`src/rtl/addsub_pkg.sv`:
```
package addsub_pkg;

  typedef enum logic [2:0] {
    OP_ADD   = 3'd0,
    OP_ADDU  = 3'd1,
    OP_SUB   = 3'd2,
    OP_SUBU  = 3'd3,
    OP_ADDI  = 3'd4,
    OP_ADDIU = 3'd5,
    OP_RSV6  = 3'd6,
    OP_RSV7  = 3'd7
  } addsub_op_e;

  typedef struct packed {
    logic valid;
    logic subtract;
    logic use_imm;
    logic trap_en;
  } addsub_ctrl_t;

endpackage

```
`src/rtl/addsub_decode.sv`:
```
module addsub_decode
  import addsub_pkg::*;
(
  input  logic         issue_valid,
  input  logic [2:0]   issue_op,
  output addsub_ctrl_t ctrl
);

  addsub_op_e op;

  always_comb begin
    op   = addsub_op_e'(issue_op);
    ctrl = '0;
    unique case (op)
      OP_ADD:   ctrl = '{valid: 1'b1, subtract: 1'b0, use_imm: 1'b0, trap_en: 1'b1};
      OP_ADDU:  ctrl = '{valid: 1'b1, subtract: 1'b0, use_imm: 1'b0, trap_en: 1'b0};
      OP_SUB:   ctrl = '{valid: 1'b1, subtract: 1'b1, use_imm: 1'b0, trap_en: 1'b1};
      OP_SUBU:  ctrl = '{valid: 1'b1, subtract: 1'b1, use_imm: 1'b0, trap_en: 1'b0};
      OP_ADDI:  ctrl = '{valid: 1'b1, subtract: 1'b0, use_imm: 1'b1, trap_en: 1'b1};
      OP_ADDIU: ctrl = '{valid: 1'b1, subtract: 1'b0, use_imm: 1'b1, trap_en: 1'b0};
      default:  ctrl = '0;
    endcase
    if (!issue_valid) ctrl = '0;
  end

endmodule

```
`src/rtl/addsub_regfile.sv`:
```
module addsub_regfile #(
  parameter int WIDTH = 32,
  parameter int DEPTH = 32,
  localparam int AW = $clog2(DEPTH)
) (
  input  logic             clk,
  input  logic             we,
  input  logic [AW-1:0]    waddr,
  input  logic [WIDTH-1:0] wdata,
  input  logic [AW-1:0]    raddr_a,
  output logic [WIDTH-1:0] rdata_a,
  input  logic [AW-1:0]    raddr_b,
  output logic [WIDTH-1:0] rdata_b
);

  logic [WIDTH-1:0] mem [DEPTH];

  // single synchronous write port; entry 0 is never written
  always_ff @(posedge clk) begin
    if (we && (waddr != '0)) mem[waddr] <= wdata;
  end

  // two asynchronous read ports, entry 0 forced to zero
  assign rdata_a = (raddr_a == '0) ? '0 : mem[raddr_a];
  assign rdata_b = (raddr_b == '0) ? '0 : mem[raddr_b];

endmodule

```
`src/rtl/addsub_adder.sv`:
```
module addsub_adder #(
  parameter int WIDTH = 32
) (
  input  logic [WIDTH-1:0] op_a,
  input  logic [WIDTH-1:0] op_b,
  input  logic             subtract,
  output logic [WIDTH-1:0] sum,
  output logic             overflow
);

  logic [WIDTH-1:0] b_eff;

  // subtraction as a + ~b + 1, one carry chain for both
  assign b_eff = subtract ? ~op_b : op_b;
  assign sum   = op_a + b_eff + {{(WIDTH-1){1'b0}}, subtract};

  // signed overflow: like-signed addends, result of the other sign
  assign overflow = (op_a[WIDTH-1] == b_eff[WIDTH-1]) &&
                    (sum[WIDTH-1] != op_a[WIDTH-1]);

endmodule

```
`src/rtl/addsub_exec_unit.sv`:
```
module addsub_exec_unit
  import addsub_pkg::*;
#(
  parameter int XLEN  = 32,
  parameter int NREGS = 32,
  parameter int IMMW  = 16,
  localparam int AW = $clog2(NREGS)
) (
  input  logic            clk,
  input  logic            rst,
  input  logic            issue_valid,
  input  logic [2:0]      issue_op,
  input  logic [AW-1:0]   rs_idx,
  input  logic [AW-1:0]   rt_idx,
  input  logic [AW-1:0]   rd_idx,
  input  logic [IMMW-1:0] imm16,
  output logic            wb_we,
  output logic [AW-1:0]   wb_idx,
  output logic [XLEN-1:0] wb_data,
  output logic            ovf_trap
);

  addsub_ctrl_t    ctrl;
  logic [XLEN-1:0] src_a, src_b, opnd_b, imm_ext, result;
  logic            ovf_raw, trap_now, write_now;
  logic [AW-1:0]   dst_idx;

  addsub_decode u_decode (
    .issue_valid (issue_valid),
    .issue_op    (issue_op),
    .ctrl        (ctrl)
  );

  addsub_regfile #(.WIDTH(XLEN), .DEPTH(NREGS)) u_regfile (
    .clk     (clk),
    .we      (write_now),
    .waddr   (dst_idx),
    .wdata   (result),
    .raddr_a (rs_idx),
    .rdata_a (src_a),
    .raddr_b (rt_idx),
    .rdata_b (src_b)
  );

  assign imm_ext = {{(XLEN-IMMW){imm16[IMMW-1]}}, imm16};
  assign opnd_b  = ctrl.use_imm ? imm_ext : src_b;

  addsub_adder #(.WIDTH(XLEN)) u_adder (
    .op_a     (src_a),
    .op_b     (opnd_b),
    .subtract (ctrl.subtract),
    .sum      (result),
    .overflow (ovf_raw)
  );

  assign dst_idx   = ctrl.use_imm ? rt_idx : rd_idx;
  assign trap_now  = ctrl.valid && ctrl.trap_en && ovf_raw;
  assign write_now = ctrl.valid && !trap_now && (dst_idx != '0);

  always_ff @(posedge clk) begin
    if (rst) begin
      wb_we    <= 1'b0;
      wb_idx   <= '0;
      wb_data  <= '0;
      ovf_trap <= 1'b0;
    end else begin
      wb_we    <= write_now;
      wb_idx   <= ctrl.valid ? dst_idx : '0;
      wb_data  <= ctrl.valid ? result : '0;
      ovf_trap <= trap_now;
    end
  end

endmodule

```
`config.mk`:
```
export PLATFORM = sky130hd
export DESIGN_NAME = addsub_exec_unit
export DESIGN_NICKNAME = d
export VERILOG_FILES = /design/src/rtl/addsub_pkg.sv /design/src/rtl/addsub_decode.sv /design/src/rtl/addsub_regfile.sv /design/src/rtl/addsub_adder.sv /design/src/rtl/addsub_exec_unit.sv
export SDC_FILE = /design/constraint.sdc
export NUM_CORES = 1
export LEC_CHECK = 0
export ABC_CLOCK_PERIOD_IN_PS = 7600
export BUFFER_PORTS_ARGS = -buffer_cell sky130_fd_sc_hd__buf_4
export CORE_MARGIN = 5
export CORE_UTILIZATION = 45
export DETAILED_ROUTE_END_ITERATION = 8
export MAX_ROUTING_LAYER = met4
export PLACE_DENSITY_LB_ADDON = 0.08
export SLEW_MARGIN = 20
export SYNTH_ARGS = -nofsm -noshare
export SYNTH_HDL_FRONTEND = slang
export SYNTH_HIERARCHICAL = 1
export SYNTH_SLANG_ARGS = --single-unit
```
`constraint.sdc`:
```
create_clock -name clk -period 7.6 [get_ports clk]
set_input_delay 1.9 -clock clk [delete_from_list [all_inputs] [get_ports clk]]
set_output_delay 1.9 -clock clk [all_outputs]
set_load 0.02 [all_outputs]
```
==> run summary <==
For the I/O pin total, the log shows 76. Buffers inserted to repair hold after CTS numbered 0. The initial antenna violation count is 8. Once layout is complete, the utilization of the core stands at 53.4%. Clock tree synthesis inserted a total of 115 buffers.

For this design, the slowest cell found on the critical path is sky130_fd_sc_hd__mux4_1. Starting density of the core: 45.2%. TritonCTS built the clock tree. The worst setup path is captured at a flop. Leaving out fill and tap cells, the most frequent cell in the layout is sky130_fd_sc_hd__edfxtp_1. The logic depth of the worst path, buffers included is 22.

Cells with a size suffix above 1 make up 30.8% of the layout. In this run the worst hold path is classified as reg2reg. The tool flagged a number of max-cap violations equal to 0. Summed over its instances, the top area cell type makes up 59.6% of the synthesized netlist area. In this run the tightest slew margin relative to its limit is 29.8%. Across the VDD grid, the largest voltage drop is 0.205 mV.

The tools report the post-synthesis instance area as 51600 um^2. The filler cells instantiated in the layout total 9022. In the final design database the tool counted 3348 nets.

Setup slack on the critical path of the routed design comes to 0.679 ns. In the synthesized netlist the async set-or-reset flop fraction comes to 0%. The area added between synthesis and finish was 18.0%. Setup violations remaining at the end of the flow were counted as 0. After clock tree synthesis, the repair step resized 0 gates. The count of buffers added on input and output ports is 75.

Derived from the worst setup path, the maximum achievable clock frequency is 144 MHz. The logs give 60 for the largest net degree at the start of global routing and 33354 for the number of global-route vias before repair. The startpoint identified for the worst register-to-register timing path is u_regfile/mem[12][2].

Setup repair after global routing left no endpoint under its margin. Number of hold violations in the final report: 0. The critical path contains buffers and inverters numbering 3 combined.

For the number of placement rows, the log shows 124. The clock insertion delay at the later pin of the skew report came out at 0.74 ns. The worst hold path terminates at ovf_trap. Hold timing on the final database bottoms out at a slack of 1.43 ns.

Clock tree synthesis found a total of 1063 sinks. Global routing consumed, over all layers together, 30.6% of the routing resources. The worst register-to-register path ends at u_regfile/mem[4][27]. The weighted congestion at the end of routability-driven global placement came out at 0.933. The logs give 6 for the Yosys warning count and 0 for the remaining antenna violation count after routing. Dividing total power by cell area gives a power density of 279 nW/um^2.

The average instance in the mapped netlist occupies 17.1 um^2. The share of the yosys chip area belonging to registers was 61.2%. The number of flops mapped to enable cells by yosys is 1024. The final critical delay including setup and external delays was 6.92 ns; the setup slack after placement was -0.0264 ns. The iteration-0 DRC count of the detailed router is 3689. The flow ran to the end, and the final reports show no timing, DRC or antenna violations. After detailed routing, the number of remaining DRC violations is 0.

Buffers added to address setup during post-CTS repair amount to 0. Along the worst hold path, the cell count comes to 9. The root cell of the clock tree is sky130_fd_sc_hd__clkbuf_16. Detailed routing inserted a total of 32813 vias.

Clock skew on the completed layout was measured at 0.0345 ns. After detailed routing, the average wire length per cell comes to 37.2 um. The largest area contributor in the synthesized netlist was sky130_fd_sc_hd__edfxtp_1. The max-slew violation total from the final report came out at 0.

The final HPWL from detailed placement was 113000 um. STA classifies the critical path startpoint as an input pin. The H-tree depth is 3. The total of flip-flops plus latches after synthesis was 1063; the largest fanout of any net on the critical path was 19. Yosys attributes the largest share of cell area to sky130_fd_sc_hd__edfxtp_1, sky130_fd_sc_hd__mux4_2, sky130_fd_sc_hd__mux2i_1. In the synthesized netlist, the number of instances is 3009. The worst hold path begins at u_regfile/mem[20][31]. In the routed layout, each cell is associated on average with a via count of 6.70.

For the signal arrival time at the worst endpoint, the log shows 7.32 ns. The start point of the critical path is rt_idx[0]. The share of the cycle needed by the critical path after routing was 91.1%. Counting cells, the worst reg-to-reg path comes to 21. Leaving out fill and tap cells, the most frequent cells in the layout are sky130_fd_sc_hd__edfxtp_1, sky130_fd_sc_hd__mux2i_1, sky130_fd_sc_hd__mux4_2.

The floorplan die width works out to 348 um. The total iterations of the first detailed-routing run is 5. For flop-to-flop paths, the worst setup slack is 1.78 ns. Walking the worst path, the cells encountered are buf_8 -> mux4_1 -> mux2_2 -> a221oi_2 -> a211oi_1 -> mux2_2 -> xor2_1 -> ha_1 -> nand4_1 -> o221a_4 -> a211oi_2 -> nor2_1 -> o21a_1 -> o21ai_2 -> mux2i_1 -> nand2_1 -> nand2_1 -> nor2_1 -> or3b_2 -> buf_12 -> nor2_4 -> buf_12. The placeable core region was 114000 um^2.

The longest clock path from root to sink contains 3 buffers. The total length of routed wires is 182000 um. The critical setup path kind is in2reg. Counting distinct cell types in the post-synthesis netlist gives 76. Global routing finished with a remaining overflow of 0. For the required time of the critical path, the log shows 8.00 ns. Dominant register cell in the synthesized netlist: sky130_fd_sc_hd__edfxtp_1. The worst-margin pin slew is 1.05 ns, and the first-pass GRT wire length is 255000 um. In this run the static leakage power is 20.7 nW. The height of the die is 348 um, and the area enclosed by the die boundary is 121000 um^2.

Clock-pin slew was measured on the worst setup and hold paths at 0.06 ns. The largest single stage delay on the critical path is 0.59 ns. Grouping stages by cell kind, the critical path spends the most delay in compound AO/OA/AOI/OAI gates.
## per-layer routing
metal | routed length [um] | GRT usage [%]
met4 | 8320 | 12.0
met3 | 18100 | 6.15
met2 | 83800 | 46.6
met1 | 71700 | 40.8
met5 | 0 | -
## per-stage QoR
| stage | instance area [um^2] | total power, mW | instances | setup TNS, ns |
|---|---|---|---|---|
| after floorplan | 51700 | 9.74 | 3040 | -141.89 |
| after global placement | 56900 | 11.2 | 4675 | 0 |
| after detailed placement | 56900 | 11.3 | 4675 | -0.331 |
| after CTS | 60800 | 17.1 | 4892 | 0 |
| after global routing | 60800 | 17.6 | 4894 | 0 |
| final | 60800 | 17.0 | 4896 | 0 |
## worst min-delay path, delay by kind of cell, from the launching register on
family	cells	cell delay (ns)
AO/OA/AOI/OAI	3	0.36
AND/OR/NAND/NOR	3	0.25
buffers and inverters	1	0.16
flip-flops	1	0.39
multiplexers	2	0.23
## layout make-up
type	instances	area [um^2]	area share, %
repair buffers	362	4040	6.65
multi-input cells	1714	19400	31.8
well taps	1512	1890	3.11
diodes	4	10.0	0.0165
clock buffers	144	3110	5.11
clock inverters	73	821	1.35
flip-flops and latches	1063	31500	51.8
inverters	24	91.3	0.150
## Yosys cell counts (15+ instances only)
cell type                  count
sky130_fd_sc_hd__buf_2        54
sky130_fd_sc_hd__o221ai_1     65
sky130_fd_sc_hd__mux4_2      298
sky130_fd_sc_hd__nor2_1       52
sky130_fd_sc_hd__nand4_1      42
sky130_fd_sc_hd__inv_1        24
sky130_fd_sc_hd__buf_4        51
sky130_fd_sc_hd__a311oi_1     32
sky130_fd_sc_hd__a21oi_1      66
sky130_fd_sc_hd__a221oi_2     19
sky130_fd_sc_hd__o21ai_0      88
sky130_fd_sc_hd__xnor2_1      20
sky130_fd_sc_hd__a211oi_1     66
sky130_fd_sc_hd__edfxtp_1   1024
sky130_fd_sc_hd__buf_6        15
sky130_fd_sc_hd__clkbuf_1    113
sky130_fd_sc_hd__a22oi_1      64
sky130_fd_sc_hd__ha_1         30
sky130_fd_sc_hd__nor2b_1      41
sky130_fd_sc_hd__and2_1       39
sky130_fd_sc_hd__a221oi_1     36
sky130_fd_sc_hd__mux4_1       54
sky130_fd_sc_hd__dfxtp_1      39
sky130_fd_sc_hd__mux2i_1     322
sky130_fd_sc_hd__xor2_1       42
sky130_fd_sc_hd__mux2_2       82
sky130_fd_sc_hd__nand2_1     119
## worst max path at each step
stage / end
final: u_regfile/mem[4][27]
after global routing: u_regfile/mem[4][22]
after CTS: u_regfile/mem[4][22]
after detailed placement: u_regfile/mem[4][22]
after global placement: u_regfile/mem[4][22]
after floorplan: u_regfile/mem[12][0]
## power by group
group	internal (mW)	total [mW]	leakage (nW)	switching [mW]
Sequential	7.75	7.83	9.56	0.0756
Combinational	1.11	3.38	9.28	2.27
Clock	3.41	5.78	1.90	2.37
Total	12.3	17.0	20.7	4.72
## logic make-up (layout without fill, tap and decap cells)
kind of cell / Yosys count / in the layout / synth area share, %
XOR/XNOR: 62 / 62 / 1.05
buffers and inverters: 263 / 603 / 2.65
AND/OR/NAND/NOR: 336 / 336 / 3.33
other: 1 / 36 / 0.00727
AO/OA/AOI/OAI: 495 / 495 / 7.17
multiplexers: 758 / 758 / 23.9
flip-flops: 1063 / 1063 / 61.2
adder cells (fa/ha/maj): 31 / 31 / 0.767
## sequential cells by signal (all words and copies together) (netlist names)
| register | flops |
|---|---|
| wb_data | 32 |
| wb_we | 1 |
| u_regfile/mem | 1024 |
| wb_idx | 5 |
| ovf_trap | 1 |
Power figures use the tool's default switching activity.
